--- config.mk ---
export PLATFORM = sky130hd
export DESIGN_NAME = prio_enc_tree
export DESIGN_NICKNAME = d
export VERILOG_FILES = /design/src/rtl/prio_enc_tree.sv
export SDC_FILE = /design/constraint.sdc
export NUM_CORES = 1
export LEC_CHECK = 0
export ABC_AREA = 1
export BUFFER_PORTS_ARGS = -buffer_cell sky130_fd_sc_hd__buf_2
export CELL_PAD_IN_SITES_DETAIL_PLACEMENT = 1
export CELL_PAD_IN_SITES_GLOBAL_PLACEMENT = 1
export CORE_UTILIZATION = 21
export DETAILED_ROUTE_END_ITERATION = 10
export PLACE_DENSITY_LB_ADDON = 0.05
export SLEW_MARGIN = 40
export SYNTH_ARGS = -nofsm -noshare
export SYNTH_HDL_FRONTEND = slang
export SYNTH_SLANG_ARGS = --single-unit
export TNS_END_PERCENT = 100
--- constraint.sdc ---
create_clock -name vclk -period 1.35
set_clock_uncertainty 0.2 [all_clocks]
set_input_delay 0.2025 -clock vclk [all_inputs]
set_output_delay 0.2025 -clock vclk [all_outputs]
set_load 0.01 [all_outputs]
--- src/rtl/prio_enc_tree.sv ---
module prio_enc_tree #(
  parameter int GROUPS = 8,
  localparam int N  = GROUPS * 8,
  localparam int GW = $clog2(GROUPS),
  localparam int AW = GW + 3
) (
  input  logic [N-1:0]  req_n,
  input  logic          en_n,
  output logic [AW-1:0] addr,
  output logic          valid,
  output logic          idle
);

  function automatic logic [2:0] top_idx(input logic [7:0] act);
    top_idx = '0;
    for (int i = 0; i < 8; i++)
      if (act[i]) top_idx = i[2:0];
  endfunction

  logic [GROUPS:0]      chain_n;
  logic [GROUPS-1:0]    gs_n;
  logic [2:0]           a_n [GROUPS];
  logic [2:0]           lo;
  logic [GW-1:0]        hi;

  assign chain_n[GROUPS] = en_n;

  for (genvar g = 0; g < GROUPS; g++) begin : g_slice
    logic [7:0] act;
    logic       on, hit;
    assign act        = ~req_n[g*8 +: 8];
    assign on         = ~chain_n[g+1];
    assign hit        = |act;
    assign gs_n[g]    = ~(on & hit);
    assign chain_n[g] = ~(on & ~hit);
    assign a_n[g]     = (on && hit) ? ~top_idx(act) : 3'b111;
  end

  always_comb begin
    lo = '0;
    for (int g = 0; g < GROUPS; g++) lo |= ~a_n[g];
  end

  if (GROUPS == 2) begin : g_two
    assign hi = ~gs_n[1];
  end else begin : g_rank
    logic [7:0] grp_act;
    logic [2:0] grp_idx;
    always_comb begin
      grp_act = '0;
      grp_act[GROUPS-1:0] = ~gs_n;
      grp_idx = (!en_n && |grp_act) ? top_idx(grp_act) : 3'b000;
    end
    assign hi = grp_idx[GW-1:0];
  end

  assign valid = ~(&gs_n);
  assign idle  = ~valid;
  assign addr  = {hi, lo};

  always_comb begin
    AST_ONE_SLICE: assert ($onehot0(~gs_n)) else $error("several slices active");
    AST_CHAIN_END: assert ((chain_n[0] == 1'b0) == (!en_n && (&req_n))) else $error("chain end wrong");
    AST_IDLE_ZERO: assert (!idle || addr == '0) else $error("idle with nonzero addr");
    AST_MASKED: assert (!en_n || !valid) else $error("valid while disabled");
    AST_HIT_BIT: assert (!valid || !req_n[addr]) else $error("addr names a free line");
    AST_NONE_ABOVE: assert (!valid || (((~req_n) >> addr) == {{(N-1){1'b0}}, 1'b1})) else $error("higher line ignored");
  end

endmodule

* Word level (Yosys, flattened, before mapping) *
Index checks and enable logic that the tools add are counted.

word-level totals
  register bits after elaboration = 0
  word-level logic and storage cells = 156

operators by class
  mux-type cells = 72
  bitwise gates (word level) = 64
  reductions and logical operators = 20

operators by type and width
  kind                 count
  3-bit two-way mux    61
  8-bit inverter       9
  8-bit OR reduction   9
  3-bit inverter       16
  3-bit OR             7
  1-bit inverter       17
  1-bit bitwise AND    15
  1-bit logical AND    9
  1-bit two-way mux    9
  8-bit AND reduction  1
  2-bit two-way mux    2
  1-bit logical NOT    1

* Depth between registers and ports, before layout *
  word-level depth = 21
  depth in mapped cells = 13

* Worst setup path after synthesis *
OpenSTA, ideal clock, no wires.

  path kind = input to output
  start = input req_n[51]
  end = output idle
  setup slack = -205 ps
  cell stages on the path = 9
  buffers on the path = 0
  arrival = 1153 ps
  data required time = 947 ps
  cell sequence = nand2_1 > nor2_1 > nand2_2 > nor3_4 > nand3_2 > nor2_4 > o21ai_2 > nand4_2 > inv_2

between the ends
  cells in the longest elaborated chain, start to end = 12
  elaborated cells between the ends (all ways) = 24
  classes of those cells = bitwise: 22; reduce/logical: 2

RTL lines
  item                            RTL line  RTL
  start: declaration              7         input logic [N-1:0] req_n,
  8-bit inverter *                31        assign act = ~req_n[g*8 +: 8];
  8-bit OR reduction *            33        assign hit = |act;
  1-bit inverter                  35        assign chain_n[g] = ~(on & ~hit);
  1-bit bitwise AND (6 in a row)  35
  1-bit bitwise AND               34        assign gs_n[g] = ~(on & hit);
  1-bit inverter                  34
  8-bit AND reduction *           57        assign valid = ~(&gs_n);
  end: declaration                11        output logic idle

Every way passes the cells marked *; elsewhere a longest branch is shown, timed or not.

* Worst setup path after layout *
  start = input req_n[63]
  end = output idle

between the ends
  cells in the longest elaborated chain, start to end = 13
  elaborated cells between the ends (all ways) = 27
  classes of those cells = bitwise: 25; reduce/logical: 2

RTL lines
  item                            RTL line
  8-bit inverter *                31
  8-bit OR reduction *            33
  1-bit inverter                  35
  1-bit bitwise AND (7 in a row)  35
  1-bit bitwise AND               34
  1-bit inverter                  34
  8-bit AND reduction *           57

Marked as above.

==> reports/results.ini <==
[outcome]
outcome = complete, but fails checks
violations = negative setup slack

[cells_and_area]
nClkBuffers = 0
antennaDiodeCount = 0
syn2layout_area_growth_pct = 135
drive_gt1_share_pct = 56.4
seq_cells = 0
mostFrequentLayoutCell = nand2_1
ff_latch_area_um2 = 0
final_cell_mix = 65 x nand2_1, 50 x buf_4, 46 x buf_2, 23 x buf_6, 21 x inv_1
fin_nets = 370

[pwr]
p_leak_nw = 1.14
intPower_mw = 0.265
power.switching_mw = 0.191
power_density_nw_per_um2 = 223
sw_frac_of_total_pct = 41.9
pwr-share-clk_pct = 0
p_comb_share_pct = 100.0
vdd_drop_max_uv = 113
seq_power_share_pct = 0

[drt]
vias = 1574
wirelength_um = 3540
route.met2.wl_um = 1790
route.detailed.drc = 0
drt-initial-drc-count = 20
ant_nets = 0
highest_layer = met3
avgViaCountPerCell = 4.46
dr.pass1.iters = 4
m1WireLength_um = 1570
met3_length_um = 178
wl_per_cell_um = 10.0

[setup_path]
start_kind = input port
cp_common_cell = nor2_4
end_kind = primary output
critical_path.cell_chain = buf_8, nand2_4, nor2_4, nand3_4, nor3_4, nand3_2, nor2_4, o21ai_2, nand4_2, inv_2, buf_6
cp.required_ps = 950
slowest_delay_ps = 180
cp_data_arrival_time_ps = 1400
path_max_fanout = 7
crit_type = in2out
crit_path_top_delay_cell = nor2_4

[timing]
tightest_slew_ps = 250
grt_setup_unrepaired = yes
min_period_ps = 1800
finalWorstSetupSlack_ps = -448
relSlewSlack_pct = 83.2
fmax_mhz = 556
finalSetupTns_ps = -2930
hold_viol_final = 0
setup_viol = 8
fin_crit_sh_pct = 133
finalMaxSlewViolations = 0

[placed_design]
portBuffers = 73
place.gp.congestion = 0.713
dp_slack_ps = -558
hpwl_um = 3130

[floorplan]
fp.dieH_um = 66.3
row_count = 23
core_um2 = 3970
dieArea_um2 = 4400
start_util_pct = 21.9
pin_count = 73
die_w_um = 66.3

[yosys]
synth_compound_area_share_pct = 18.7
yosys.area_share.simple_pct = 71.3
synthAdderAreaFrac_pct = 0
postSynthAreaPerCell_um2 = 4.82
synth_seq_area_share_pct = 0
muxShareOfSynthArea_pct = 0
yosys.area_share.xor_xnor_pct = 0
synth_cell_types = 24
synthCells = 180
synth_fp_nets = 245
ys_warn_count = 0
synth_top_family_by_area = simple AND/OR/NAND/NOR gates
syn_area_um2 = 868

[run]
maxCapViolations = 0

[global_routing]
grt_max_degree = 8
antenna_found_initial = 0
grt_pass1_wl_um = 5780
grt-ovfl-total = 0
first_global_vias = 1484
grtUsageTotal_pct = 15.9

[worst_hold_path]
min-delay-path-class = in2out

[cts]
cts-hold-fix-buffers = 0

==> cells by family (layout without fill, tap and decap cells) <==
family                 count (synthesis)  in the layout
and+or+nand+nor                      130            130
buffers and inverters                 23            146
AOI/OAI and AO/OA                     27             27
==> Yosys cell counts (all sizes together) <==
| cell | number | area share, % |
|---|---|---|
| a21oi | 5 | 2.9 |
| a21boi | 6 | 5.2 |
| a31o | 1 | 1.0 |
| or2 | 1 | 0.72 |
| nand4 | 7 | 5.8 |
| or3 | 1 | 0.72 |
| nand2 | 80 | 36 |
| nand3b | 1 | 0.86 |
| nor2 | 26 | 16 |
| inv | 23 | 9.9 |
| o21ai | 12 | 7.3 |
| nand3 | 13 | 9.5 |
| o31ai | 1 | 0.86 |
| a31oi | 2 | 1.4 |
| nor3 | 1 | 1.9 |
==> routing by layer <==
metal | vias up | GRT usage [%]
li1 | 832 | -
met1 | 703 | 20.7
met2 | 39 | 29.8
met3 | 0 | 0.862
met4 | 0 | 0.532
met5 | - | 0
==> per-stage QoR <==
stage	area, um2	utilization, %	hold slack [ps]	power [mW]	instances
finish	2040	51.4	703	0.455	353
global route	2040	51.4	758	0.504	353
CTS	1950	49.2	709	0.441	349
detailed placement	1740	43.8	707	0.380	347
global placement	1740	43.8	705	0.374	347
floorplan	981	-	415	0.136	180
==> layout make-up <==
| type | instances | area (um2) |
|---|---|---|
| fill | 548 | 1930 |
| inverter | 23 | 86.3 |
| tap | 50 | 62.6 |
| timing repair buffer | 123 | 925 |
| multi-input combinational | 157 | 966 |
==> final timing paths <==
check / end / from / cells past startpoint
worst max-delay path: idle / req_n[63] / 11
worst min-delay path: addr[0] / req_n[22] / 6
==> repair_timing <==
action,4_1_cts,5_1_grt
setup buffers,2,4
pin swaps,17,10
endpoints found under the setup margin,8,8
gates resized for setup,44,13
==> power by group through the flow <==
stage                     logic, mW  registers, mW  clock network, mW
final                         0.455              0                  0
after global routing          0.504              0                  0
after CTS                     0.441              0                  0
after detailed placement      0.380              0                  0
after global placement        0.374              0                  0
after floorplan               0.136              0                  0
==> worst max-delay path, delay by kind of cell <==
| family | cells | cell delay (ps) |
|---|---|---|
| compound gates | 1 | 80 |
| buf+inv | 3 | 230 |
| simple gates | 7 | 880 |
Note: power is estimated with default switching activity, not from simulation.
